`src/rtl/fsk_pkg.sv`:
```
package fsk_pkg;
  typedef enum logic {
    CH_LOW  = 1'b0,
    CH_HIGH = 1'b1
  } chan_e;

  localparam int N_STAGE = 3;

  function automatic int stage_gain(input int idx);
    case (idx)
      0:       return 8;
      1:       return 3;
      default: return 2;
    endcase
  endfunction
endpackage

```
`src/rtl/fsk_bp_stage.sv`:
```
module fsk_bp_stage #(
  parameter int W = 24,
  parameter int G = 8
) (
  input  logic                clk_i,
  input  logic                rst_ni,
  input  logic                en_i,
  input  logic                clr_i,
  input  fsk_pkg::chan_e      chan_i,
  input  logic signed [W-1:0] x_i,
  output logic signed [W-1:0] y_o
);
  localparam int AW = W + 4;

  logic signed [W-1:0]  x1_q, x2_q, y1_q, y2_q;
  logic signed [AW-1:0] xe, x2e, y1e, y2e, fb, acc;

  assign xe  = AW'(x_i);
  assign x2e = AW'(x2_q);
  assign y1e = AW'(y1_q);
  assign y2e = AW'(y2_q);

  // a = +7 low channel, -1 high channel
  assign fb  = (chan_i == fsk_pkg::CH_HIGH) ? -y1e : ((y1e <<< 3) - y1e);
  assign acc = AW'(G) * (xe - x2e) + fb - (y2e <<< 2);
  assign y_o = W'(acc >>> 3);

  always_ff @(posedge clk_i or negedge rst_ni) begin
    if (!rst_ni) begin
      x1_q <= '0;
      x2_q <= '0;
      y1_q <= '0;
      y2_q <= '0;
    end else if (clr_i) begin
      x1_q <= '0;
      x2_q <= '0;
      y1_q <= '0;
      y2_q <= '0;
    end else if (en_i) begin
      x2_q <= x1_q;
      x1_q <= x_i;
      y2_q <= y1_q;
      y1_q <= y_o;
    end
  end
endmodule

```
`src/rtl/fsk_dpll.sv`:
```
module fsk_dpll #(
  parameter int W        = 24,
  parameter int PHASE_W  = 16,
  parameter int STEP_LO  = 7882,
  parameter int STEP_HI  = 15643,
  parameter int PD_GAIN  = 3000,
  parameter int THRESH   = PD_GAIN / 2
) (
  input  logic                clk_i,
  input  logic                rst_ni,
  input  logic                en_i,
  input  logic                clr_i,
  input  fsk_pkg::chan_e      chan_i,
  input  logic                sx_i,
  output logic [PHASE_W-1:0]  pa_o,
  output logic signed [W-1:0] lp_o,
  output logic signed [W-1:0] op_o,
  output logic                data_o
);
  logic [PHASE_W-1:0]  pa_q, pa_d, step;
  logic signed [W-1:0] lp_q, lp_d, op_q, op_d, pd, lp_diff, lp_mul;
  logic                data_q, data_d, osc_bit;

  assign step    = (chan_i == fsk_pkg::CH_HIGH) ? PHASE_W'(STEP_HI) : PHASE_W'(STEP_LO);
  assign pa_d    = pa_q + step + PHASE_W'(lp_q);
  assign osc_bit = pa_d[PHASE_W-1];

  // XOR detector
  assign pd      = (sx_i != osc_bit) ? W'(PD_GAIN) : '0;

  // one-pole loop filter, pole 7/8
  assign lp_diff = lp_q - pd;
  assign lp_mul  = (lp_diff <<< 3) - lp_diff;
  assign lp_d    = pd + (lp_mul >>> 3);

  assign op_d    = op_q + ((lp_d - op_q) >>> 3);
  assign data_d  = (op_d >= W'(THRESH));

  always_ff @(posedge clk_i or negedge rst_ni) begin
    if (!rst_ni) begin
      pa_q <= '0;
      lp_q <= '0;
      op_q <= '0;
    end else if (clr_i) begin
      pa_q <= '0;
      lp_q <= '0;
      op_q <= '0;
    end else if (en_i) begin
      pa_q <= pa_d;
      lp_q <= lp_d;
      op_q <= op_d;
    end
  end

  always_ff @(posedge clk_i or negedge rst_ni) begin
    if (!rst_ni)   data_q <= 1'b0;
    else if (en_i) data_q <= data_d;
  end

  assign pa_o   = pa_q;
  assign lp_o   = lp_q;
  assign op_o   = op_q;
  assign data_o = data_q;
endmodule

```
`src/rtl/fsk_pll_demod.sv`:
```
module fsk_pll_demod #(
  parameter int W        = 24,
  parameter int SAMPLE_W = 8,
  parameter int PHASE_W  = 16,
  parameter int STEP_LO  = 7882,
  parameter int STEP_HI  = 15643,
  parameter int PD_GAIN  = 3000,
  parameter int THRESH   = PD_GAIN / 2
) (
  input  logic                clk_i,
  input  logic                rst_ni,
  input  logic                valid_i,
  input  logic [SAMPLE_W-1:0] sample_i,
  input  logic                mode_i,
  output logic                data_o
);
  localparam int NS = fsk_pkg::N_STAGE;

  fsk_pkg::chan_e             chan_q, chan_in;
  logic                       clr, en, sx;
  logic [NS-1:0][W-1:0]       bp_y;
  logic signed [W-1:0]        samp_ext;
  logic [PHASE_W-1:0]         pa_w;
  logic signed [W-1:0]        lp_w, op_w;

  assign chan_in  = fsk_pkg::chan_e'(mode_i);
  assign clr      = (chan_in != chan_q);
  assign en       = valid_i && !clr;
  assign samp_ext = W'($signed(sample_i));

  always_ff @(posedge clk_i or negedge rst_ni) begin
    if (!rst_ni) chan_q <= fsk_pkg::CH_LOW;
    else         chan_q <= chan_in;
  end

  for (genvar k = 0; k < NS; k++) begin : g_stage
    logic signed [W-1:0] x_in, y_out;
    if (k == 0) begin : g_first
      assign x_in = samp_ext;
    end else begin : g_next
      assign x_in = $signed(bp_y[k-1]);
    end
    fsk_bp_stage #(
      .W (W),
      .G (fsk_pkg::stage_gain(k))
    ) u_stage (
      .clk_i  (clk_i),
      .rst_ni (rst_ni),
      .en_i   (en),
      .clr_i  (clr),
      .chan_i (chan_q),
      .x_i    (x_in),
      .y_o    (y_out)
    );
    assign bp_y[k] = y_out;
  end

  assign sx = ~bp_y[NS-1][W-1];

  fsk_dpll #(
    .W       (W),
    .PHASE_W (PHASE_W),
    .STEP_LO (STEP_LO),
    .STEP_HI (STEP_HI),
    .PD_GAIN (PD_GAIN),
    .THRESH  (THRESH)
  ) u_dpll (
    .clk_i  (clk_i),
    .rst_ni (rst_ni),
    .en_i   (en),
    .clr_i  (clr),
    .chan_i (chan_q),
    .sx_i   (sx),
    .pa_o   (pa_w),
    .lp_o   (lp_w),
    .op_o   (op_w),
    .data_o (data_o)
  );
endmodule

```
`config.mk`:
```
export PLATFORM = sky130hd
export DESIGN_NAME = fsk_pll_demod
export DESIGN_NICKNAME = d
export VERILOG_FILES = /design/src/rtl/fsk_pkg.sv /design/src/rtl/fsk_bp_stage.sv /design/src/rtl/fsk_dpll.sv /design/src/rtl/fsk_pll_demod.sv
export SDC_FILE = /design/constraint.sdc
export NUM_CORES = 1
export LEC_CHECK = 0
export ABC_AREA = 0
export BUFFER_PORTS_ARGS = -buffer_cell sky130_fd_sc_hd__buf_2
export CORE_MARGIN = 5
export CORE_UTILIZATION = 25
export CTS_CLUSTER_DIAMETER = 50
export DETAILED_ROUTE_END_ITERATION = 6
export GPL_TIMING_DRIVEN = 0
export SYNTH_ARGS = -nofsm -noshare
export SYNTH_HDL_FRONTEND = slang
export SYNTH_HIERARCHICAL = 1
export SYNTH_SLANG_ARGS = --single-unit
export TNS_END_PERCENT = 5
```
`constraint.sdc`:
```
create_clock -name clk_i -period 46.2 [get_ports clk_i]
set_input_delay 6.93 -clock clk_i [delete_from_list [all_inputs] [get_ports clk_i]]
set_output_delay 6.93 -clock clk_i [all_outputs]
set_load 0.05 [all_outputs]
```
; Word level (Yosys, flattened, before mapping)
; Cells that the tools add are included.
[word_totals]
out_inout_bits = 1
wordCells = 70
in_bits = 12
register_bits = 258
[op_classes]
n_mux = 27
addsub = 22
mul = 1
reduce_logical = 3
magnitude_cmp = 1
eq_ne = 2
bitwise = 1
[op_table]
columns = op, n
row1 = $mux 24, 20
row2 = $add 27x27->27, 3
row3 = $mux 27, 3
row4 = $neg 24->27, 3
row5 = $sub 27x24->27, 3
row6 = $sub 27x26->27, 3
row7 = $sub 24x24->24, 3
row8 = $sub 24x24->25, 2
row9 = $add 16x16->16, 2
row10 = $mux 16, 2
row11 = $mul 3x28->27 const A, 1
row12 = $add 24x21->24, 1
row13 = $ge 24x12->1 const B, 1
row14 = $sub 8x24->24, 1
row15 = $add 13x21->22, 1
row16 = $mux 14, 1
row17 = $mux 12, 1
row18 = $ne 1x1->1, 2
row19 = $reduce_bool 2->1, 1
row20 = $logic_and 1x1->1, 1
row21 = $logic_not 1->1, 1
row22 = $not 1->1, 1

; Depth between registers and ports, before layout
[depth]
word_depth = 21
ltp_mapped = 113
mapped_depth_nobuf = 109

; Modules after synthesis
; The synthesis kept the hierarchy.
[modules_own_cells]
columns = mod, area_each_um2, cells_per_inst, seq_area_each_um2, n_inst
row1 = fsk_bp_stage (g_stage[1].u_stage), 9603.0, 1092, 2402.3, 1
row2 = fsk_bp_stage (g_stage[0].u_stage), 8670.8, 977, 2402.3, 1
row3 = fsk_bp_stage (g_stage[2].u_stage), 8612.0, 987, 2402.3, 1
row4 = fsk_dpll, 8012.7, 996, 1576.5, 1
row5 = fsk_pll_demod, 45.0, 5, 25.0, 1

; Worst setup path after synthesis
; No wires, ideal clock.
[synth_timing]
path_kind = input -> register
from = input port sample_i[0]
to = register u_dpll.op_q[23] (netlist: u_dpll/op_o[23])
setup_time_ns = 0.128
arrival_time_ns = 27.200
slack_ns = 18.872
path_buffers = 3
stages = 107
required_ns = 46.072
path_cell_list = inv_1 ha_1 inv_1 fa_1 a21o_1 a21oi_1 o21bai_1 a21oi_1 nand2b_1 nand2b_1 a21oi_1 xnor2_1 fa_1 ha_1 clkbuf_2 and2_1 and3_1 o21ai_0 [71 not listed] a41o_1 o41a_1 a41o_1 nor4_1 nor3_1 a41oi_1 nor2b_1 nor2_1 a32o_2 nor3_1 xnor2_1 ha_1 a21o_1 a21oi_1 nor2b_1 or3_1 nor4_1 nor4_1
[synth_between]
elab_chain_cells = 20
[synth_rtl]
columns = element, line
row1 = start: declaration, fsk_pll_demod.sv:13  ; input logic [SAMPLE_W-1:0] sample_i,
row2 = $sub 8x24->24 (*), fsk_bp_stage.sv:25  ; assign acc = AW'(G) * (xe - x2e) + fb - (y2e <<< 2);
row3 = $add 27x27->27 (*), fsk_bp_stage.sv:25
row4 = $sub 27x26->27 (*), fsk_bp_stage.sv:25
row5 = via g_stage[0].u_stage.acc[13], fsk_bp_stage.sv:16  ; logic signed [AW-1:0] xe, x2e, y1e, y2e, fb, acc;
row6 = $sub 24x24->25 (*), fsk_bp_stage.sv:25
row7 = $mul 3x28->27 (*), fsk_bp_stage.sv:25
row8 = $add 27x27->27 (*), fsk_bp_stage.sv:25
row9 = $sub 27x26->27 (*), fsk_bp_stage.sv:25
row10 = via g_stage[1].y_out[17], fsk_pll_demod.sv:37  ; logic signed [W-1:0] x_in, y_out;
row11 = [3 not listed], -
row12 = via g_stage[2].u_stage.acc[26], fsk_bp_stage.sv:16
row13 = [1 not listed], -
row14 = via sx, fsk_pll_demod.sv:20  ; logic clr, en, sx;
row15 = [1 not listed], -
row16 = $mux 12 (*), fsk_dpll.sv:29  ; assign pd = (sx_i != osc_bit) ? W'(PD_GAIN) : '0;
row17 = $sub 24x24->24, fsk_dpll.sv:32  ; assign lp_diff = lp_q - pd;
row18 = $sub 24x24->24, fsk_dpll.sv:33  ; assign lp_mul = (lp_diff <<< 3) - lp_diff;
row19 = $add 13x21->22 (*), fsk_dpll.sv:34  ; assign lp_d = pd + (lp_mul >>> 3);
row20 = $sub 24x24->24 (*), fsk_dpll.sv:36  ; assign op_d = op_q + ((lp_d - op_q) >>> 3);
row21 = $add 24x21->24 (*), fsk_dpll.sv:36
row22 = $mux 24 (*), fsk_dpll.sv:48  ; end else if (en_i) begin
row23 = $mux 24 (*), fsk_dpll.sv:44  ; end else if (clr_i) begin
row24 = end signal: assignment, fsk_dpll.sv:51  ; op_q <= op_d;
row25 = end: declaration, fsk_dpll.sv:21  ; logic signed [W-1:0] lp_q, lp_d, op_q, op_d, pd, lp_diff, lp_mul;
; The timed path passes the listed nets; every way through them passes the cells marked *. The select of a mux whose other input is x is not followed.
; A chain may end at the register's enable or synchronous reset.

; Final worst setup path
[layout_timing]
from = input port sample_i[0]
to = register u_dpll.data_q (netlist: u_dpll/data_o)
[layout_between]
elab_chain_cells = 19
[layout_rtl]
columns = element, line
row1 = $sub 8x24->24 (*), fsk_bp_stage.sv:25
row2 = $add 27x27->27 (*), fsk_bp_stage.sv:25
row3 = $sub 27x26->27 (*), fsk_bp_stage.sv:25
row4 = via g_stage[0].u_stage.acc[13], fsk_bp_stage.sv:16
row5 = $sub 24x24->25 (*), fsk_bp_stage.sv:25
row6 = $mul 3x28->27 (*), fsk_bp_stage.sv:25
row7 = $add 27x27->27 (*), fsk_bp_stage.sv:25
row8 = $sub 27x26->27 (*), fsk_bp_stage.sv:25
row9 = via g_stage[1].y_out[17], fsk_pll_demod.sv:37
row10 = [3 not listed], -
row11 = via g_stage[2].u_stage.acc[26], fsk_bp_stage.sv:16
row12 = [1 not listed], -
row13 = via sx, fsk_pll_demod.sv:20
row14 = $ne 1x1->1 (*), fsk_dpll.sv:29
row15 = $mux 12 (*), fsk_dpll.sv:29
row16 = $sub 24x24->24, fsk_dpll.sv:32
row17 = $sub 24x24->24, fsk_dpll.sv:33
row18 = $add 13x21->22 (*), fsk_dpll.sv:34
row19 = $sub 24x24->24 (*), fsk_dpll.sv:36
row20 = $add 24x21->24 (*), fsk_dpll.sv:36
row21 = $ge 24x12->1 (*), fsk_dpll.sv:37  ; assign data_d = (op_d >= W'(THRESH));
row22 = end signal: assignment, fsk_dpll.sv:57  ; else if (en_i) data_q <= data_d;
row23 = end: declaration, fsk_dpll.sv:22  ; logic data_q, data_d, osc_bit;
; The timed path passes the listed nets; every way through them passes the cells marked *.

==> metrics.txt <==
# TYPE chip_impl_metric gauge
chip_impl_metric{name="slew_hr",unit=""} 0.0882
chip_impl_metric{name="clock_skew_after_layout",unit="ps"} 38.0
chip_impl_metric{name="share_of_cells_above_drive_strength_1",unit=""} 0.0602
chip_impl_metric{name="y_dimension_of_the_die",unit="µm"} 383
chip_impl_metric{name="clk-insertion-delay-late",unit="ps"} 650
chip_impl_metric{name="gr-total-overflow",unit=""} 0
chip_impl_metric{name="postSynthNetCount",unit=""} 4494
chip_impl_metric{name="crit_arrival",unit="ps"} 31060
chip_impl_info{name="rr_endpoint",value="u_dpll/data_o"} 1
chip_impl_metric{name="clock.fmax",unit="MHz"} 32.7
chip_impl_metric{name="hold_buffers",unit=""} 0
chip_impl_metric{name="detail_route.first_pass.iterations",unit=""} 6
chip_impl_info{name="layout_commonest_cell",value="sky130_fd_sc_hd__nor2_1"} 1
chip_impl_metric{name="depth_of_the_worst_hold_timing_path",unit=""} 2
chip_impl_metric{name="antenna-diode-count",unit=""} 0
chip_impl_metric{name="die-width",unit="µm"} 383
chip_impl_metric{name="die-area",unit="mm²"} 0.147
chip_impl_metric{name="grt_antenna_before_repair",unit=""} 1
chip_impl_info{name="rsz0062_at_grt",value="false"} 1
chip_impl_metric{name="worst_slew_pin_slew",unit="ps"} 1370
chip_impl_metric{name="timing_max_transition_violations_final",unit=""} 0
chip_impl_info{name="worstHoldPathType",value="reg -> reg"} 1
chip_impl_metric{name="required",unit="ps"} 46720
chip_impl_metric{name="placementRows",unit=""} 136
chip_impl_metric{name="syn_to_final_growth",unit="%"} 12.7
chip_impl_metric{name="num_vias",unit=""} 28062
chip_impl_metric{name="cts_resized",unit=""} 0
chip_impl_metric{name="reg2reg_depth",unit=""} 99
chip_impl_info{name="hold_start",value="u_dpll/pa_o[10]"} 1
chip_impl_metric{name="ys_warn_count",unit=""} 6
chip_impl_metric{name="floorplan.core_area",unit="mm²"} 0.138
chip_impl_info{name="whs_endpoint",value="u_dpll/pa_o[10]"} 1
chip_impl_metric{name="io_buffer_count",unit=""} 12
chip_impl_info{name="clockRootBuffer",value="sky130_fd_sc_hd__clkbuf_16"} 1
chip_impl_metric{name="instances_no_fill",unit=""} 5947
chip_impl_metric{name="reg2reg_setup_slack",unit="ps"} 21450
chip_impl_info{name="path_class",value="in -> reg"} 1
chip_impl_metric{name="final_antenna_net_count",unit=""} 0
chip_impl_metric{name="cts_num_sinks",unit=""} 352
chip_impl_metric{name="finalSetupViolations",unit=""} 0
chip_impl_metric{name="cell_count_after_placement",unit=""} 5840
chip_impl_info{name="tritoncts",value="done"} 1
chip_impl_metric{name="syn-mean-instance-area",unit="µm²"} 8.62
chip_impl_metric{name="final_worst_path_period_need",unit="ps"} 30550
chip_impl_metric{name="gp_congestion",unit=""} 0.854
chip_impl_metric{name="slowest_delay",unit="ps"} 680
chip_impl_metric{name="grt_util_all_layers",unit=""} 0.118
chip_impl_metric{name="clock_tree.htree_level_count",unit=""} 2
chip_impl_info{name="crit_path_start_kind",value="input pin"} 1
chip_impl_metric{name="synthCells",unit=""} 4030
chip_impl_info{name="status",value="complete, no violations"} 1
chip_impl_info{name="rr_startpoint",value="chan_q"} 1
chip_impl_metric{name="layout_worst_path_cycle_share",unit=""} 0.661
chip_impl_metric{name="grt_pass1_wl",unit="µm"} 145000
chip_impl_metric{name="maxCapViolations",unit=""} 0
chip_impl_metric{name="layout.nets",unit=""} 4570
chip_impl_metric{name="pin_count",unit=""} 13
chip_impl_metric{name="route.detailed.vias_per_inst",unit=""} 4.72
chip_impl_metric{name="post_cts_buffers",unit=""} 0
chip_impl_metric{name="synth.cell_area",unit="mm²"} 0.0347
chip_impl_metric{name="cts_buffers",unit=""} 58
chip_impl_metric{name="cts_buffer_depth",unit=""} 3
chip_impl_info{name="layout.cells.most_common_list",value="sky130_fd_sc_hd__nor2_1 (557), sky130_fd_sc_hd__inv_1 (475), sky130_fd_sc_hd__dfrtp_1 (352), sky130_fd_sc_hd__ha_1 (347), sky130_fd_sc_hd__mux2i_1 (331)"} 1
chip_impl_metric{name="final-hold-violation-count",unit=""} 0
chip_impl_metric{name="half_perimeter_wire_length_after_placement",unit="µm"} 67700
chip_impl_metric{name="largest_net_degree_at_the_start_of_global_routing",unit=""} 100
chip_impl_metric{name="path_max_fanout",unit=""} 10
chip_impl_metric{name="clk_slew_on_worst_s_h_paths",unit="ps"} 60
chip_impl_metric{name="drt-initial-drc-count",unit=""} 1697
chip_impl_metric{name="fin_tns_setup",unit="ps"} 0
chip_impl_metric{name="drcViolationCount",unit=""} 0
chip_impl_metric{name="start_util",unit=""} 0.252
chip_impl_info{name="crit_end_element",value="flip-flop"} 1
chip_impl_info{name="worst_path_max_delay_cell",value="sky130_fd_sc_hd__o21ai_0"} 1
chip_impl_metric{name="detail_route.wirelength",unit="µm"} 86600
chip_impl_metric{name="first_global_vias",unit=""} 27983
chip_impl_info{name="worst_path_most_repeated_cell",value="sky130_fd_sc_hd__ha_1"} 1
chip_impl_metric{name="detail_route.wl_per_cell",unit="µm"} 14.6
## how the worst max path moves through the flow
stage	from	endpoint	slack, ps	cells after the start
detailed placement	sample_i[0]	u_dpll/op_o[23]	15220	108
global route	sample_i[0]	u_dpll/data_o	13590	108
CTS	sample_i[0]	u_dpll/op_o[23]	15820	108
floorplan	sample_i[0]	u_dpll/op_o[23]	18900	107
global placement	sample_i[0]	u_dpll/data_o	15470	108
finish	sample_i[0]	u_dpll/data_o	15650	108
## metal layers
| metal | wire length, µm | track usage |
|---|---|---|
| met1 | 41600 | 0.160 |
| met2 | 39000 | 0.195 |
| met3 | 3900 | 0.0179 |
| met4 | 2060 | 0.0310 |
| met5 | 0 | 0 |
## flip-flops by register name, summed over array words and instances (netlist names)
signal,count
u_dpll/op_o,24
u_dpll/pa_o,16
chan_q,1
u_dpll/lp_o,22
g_stage.u_stage/x2_q,72
g_stage.u_stage/x1_q,72
g_stage.u_stage/y2_q,72
u_dpll/data_o,1
g_stage.u_stage/y1_q,72
## area by class of cell
cell class,instances,area (µm²)
fill,14762,98700
inverter,478,1790
clock inverter,39,473
sequential,352,8810
clock buffer,68,1520
multi-input combinational,3059,23400
buffer,141,716
tap,1794,2240
timing repair buffer,16,164
## through the flow
step | util | setup WS (ps) | area, µm² | hold WS [ps]
after detailed placement | 0.270 | 15220 | 37200 | 502
after floorplan | - | 18900 | 34700 | 480
final | 0.284 | 15650 | 39100 | 510
after global routing | 0.284 | 13590 | 39100 | 532
after CTS | 0.284 | 15820 | 39100 | 513
after global placement | 0.269 | 15470 | 37000 | 500
## critical path, delay by kind of cell
| family | cells | cell delay, ps |
|---|---|---|
| AOI/OAI and AO/OA | 36 | 9150 |
| xor gates and xnor gates | 13 | 2920 |
| adders and majority gates | 17 | 5950 |
| buffers and inverters | 13 | 1390 |
| and+or+nand+nor | 29 | 4700 |
Power is not shown: default switching activity piles up to over one toggle a cycle in this logic, so the estimate is an artifact.
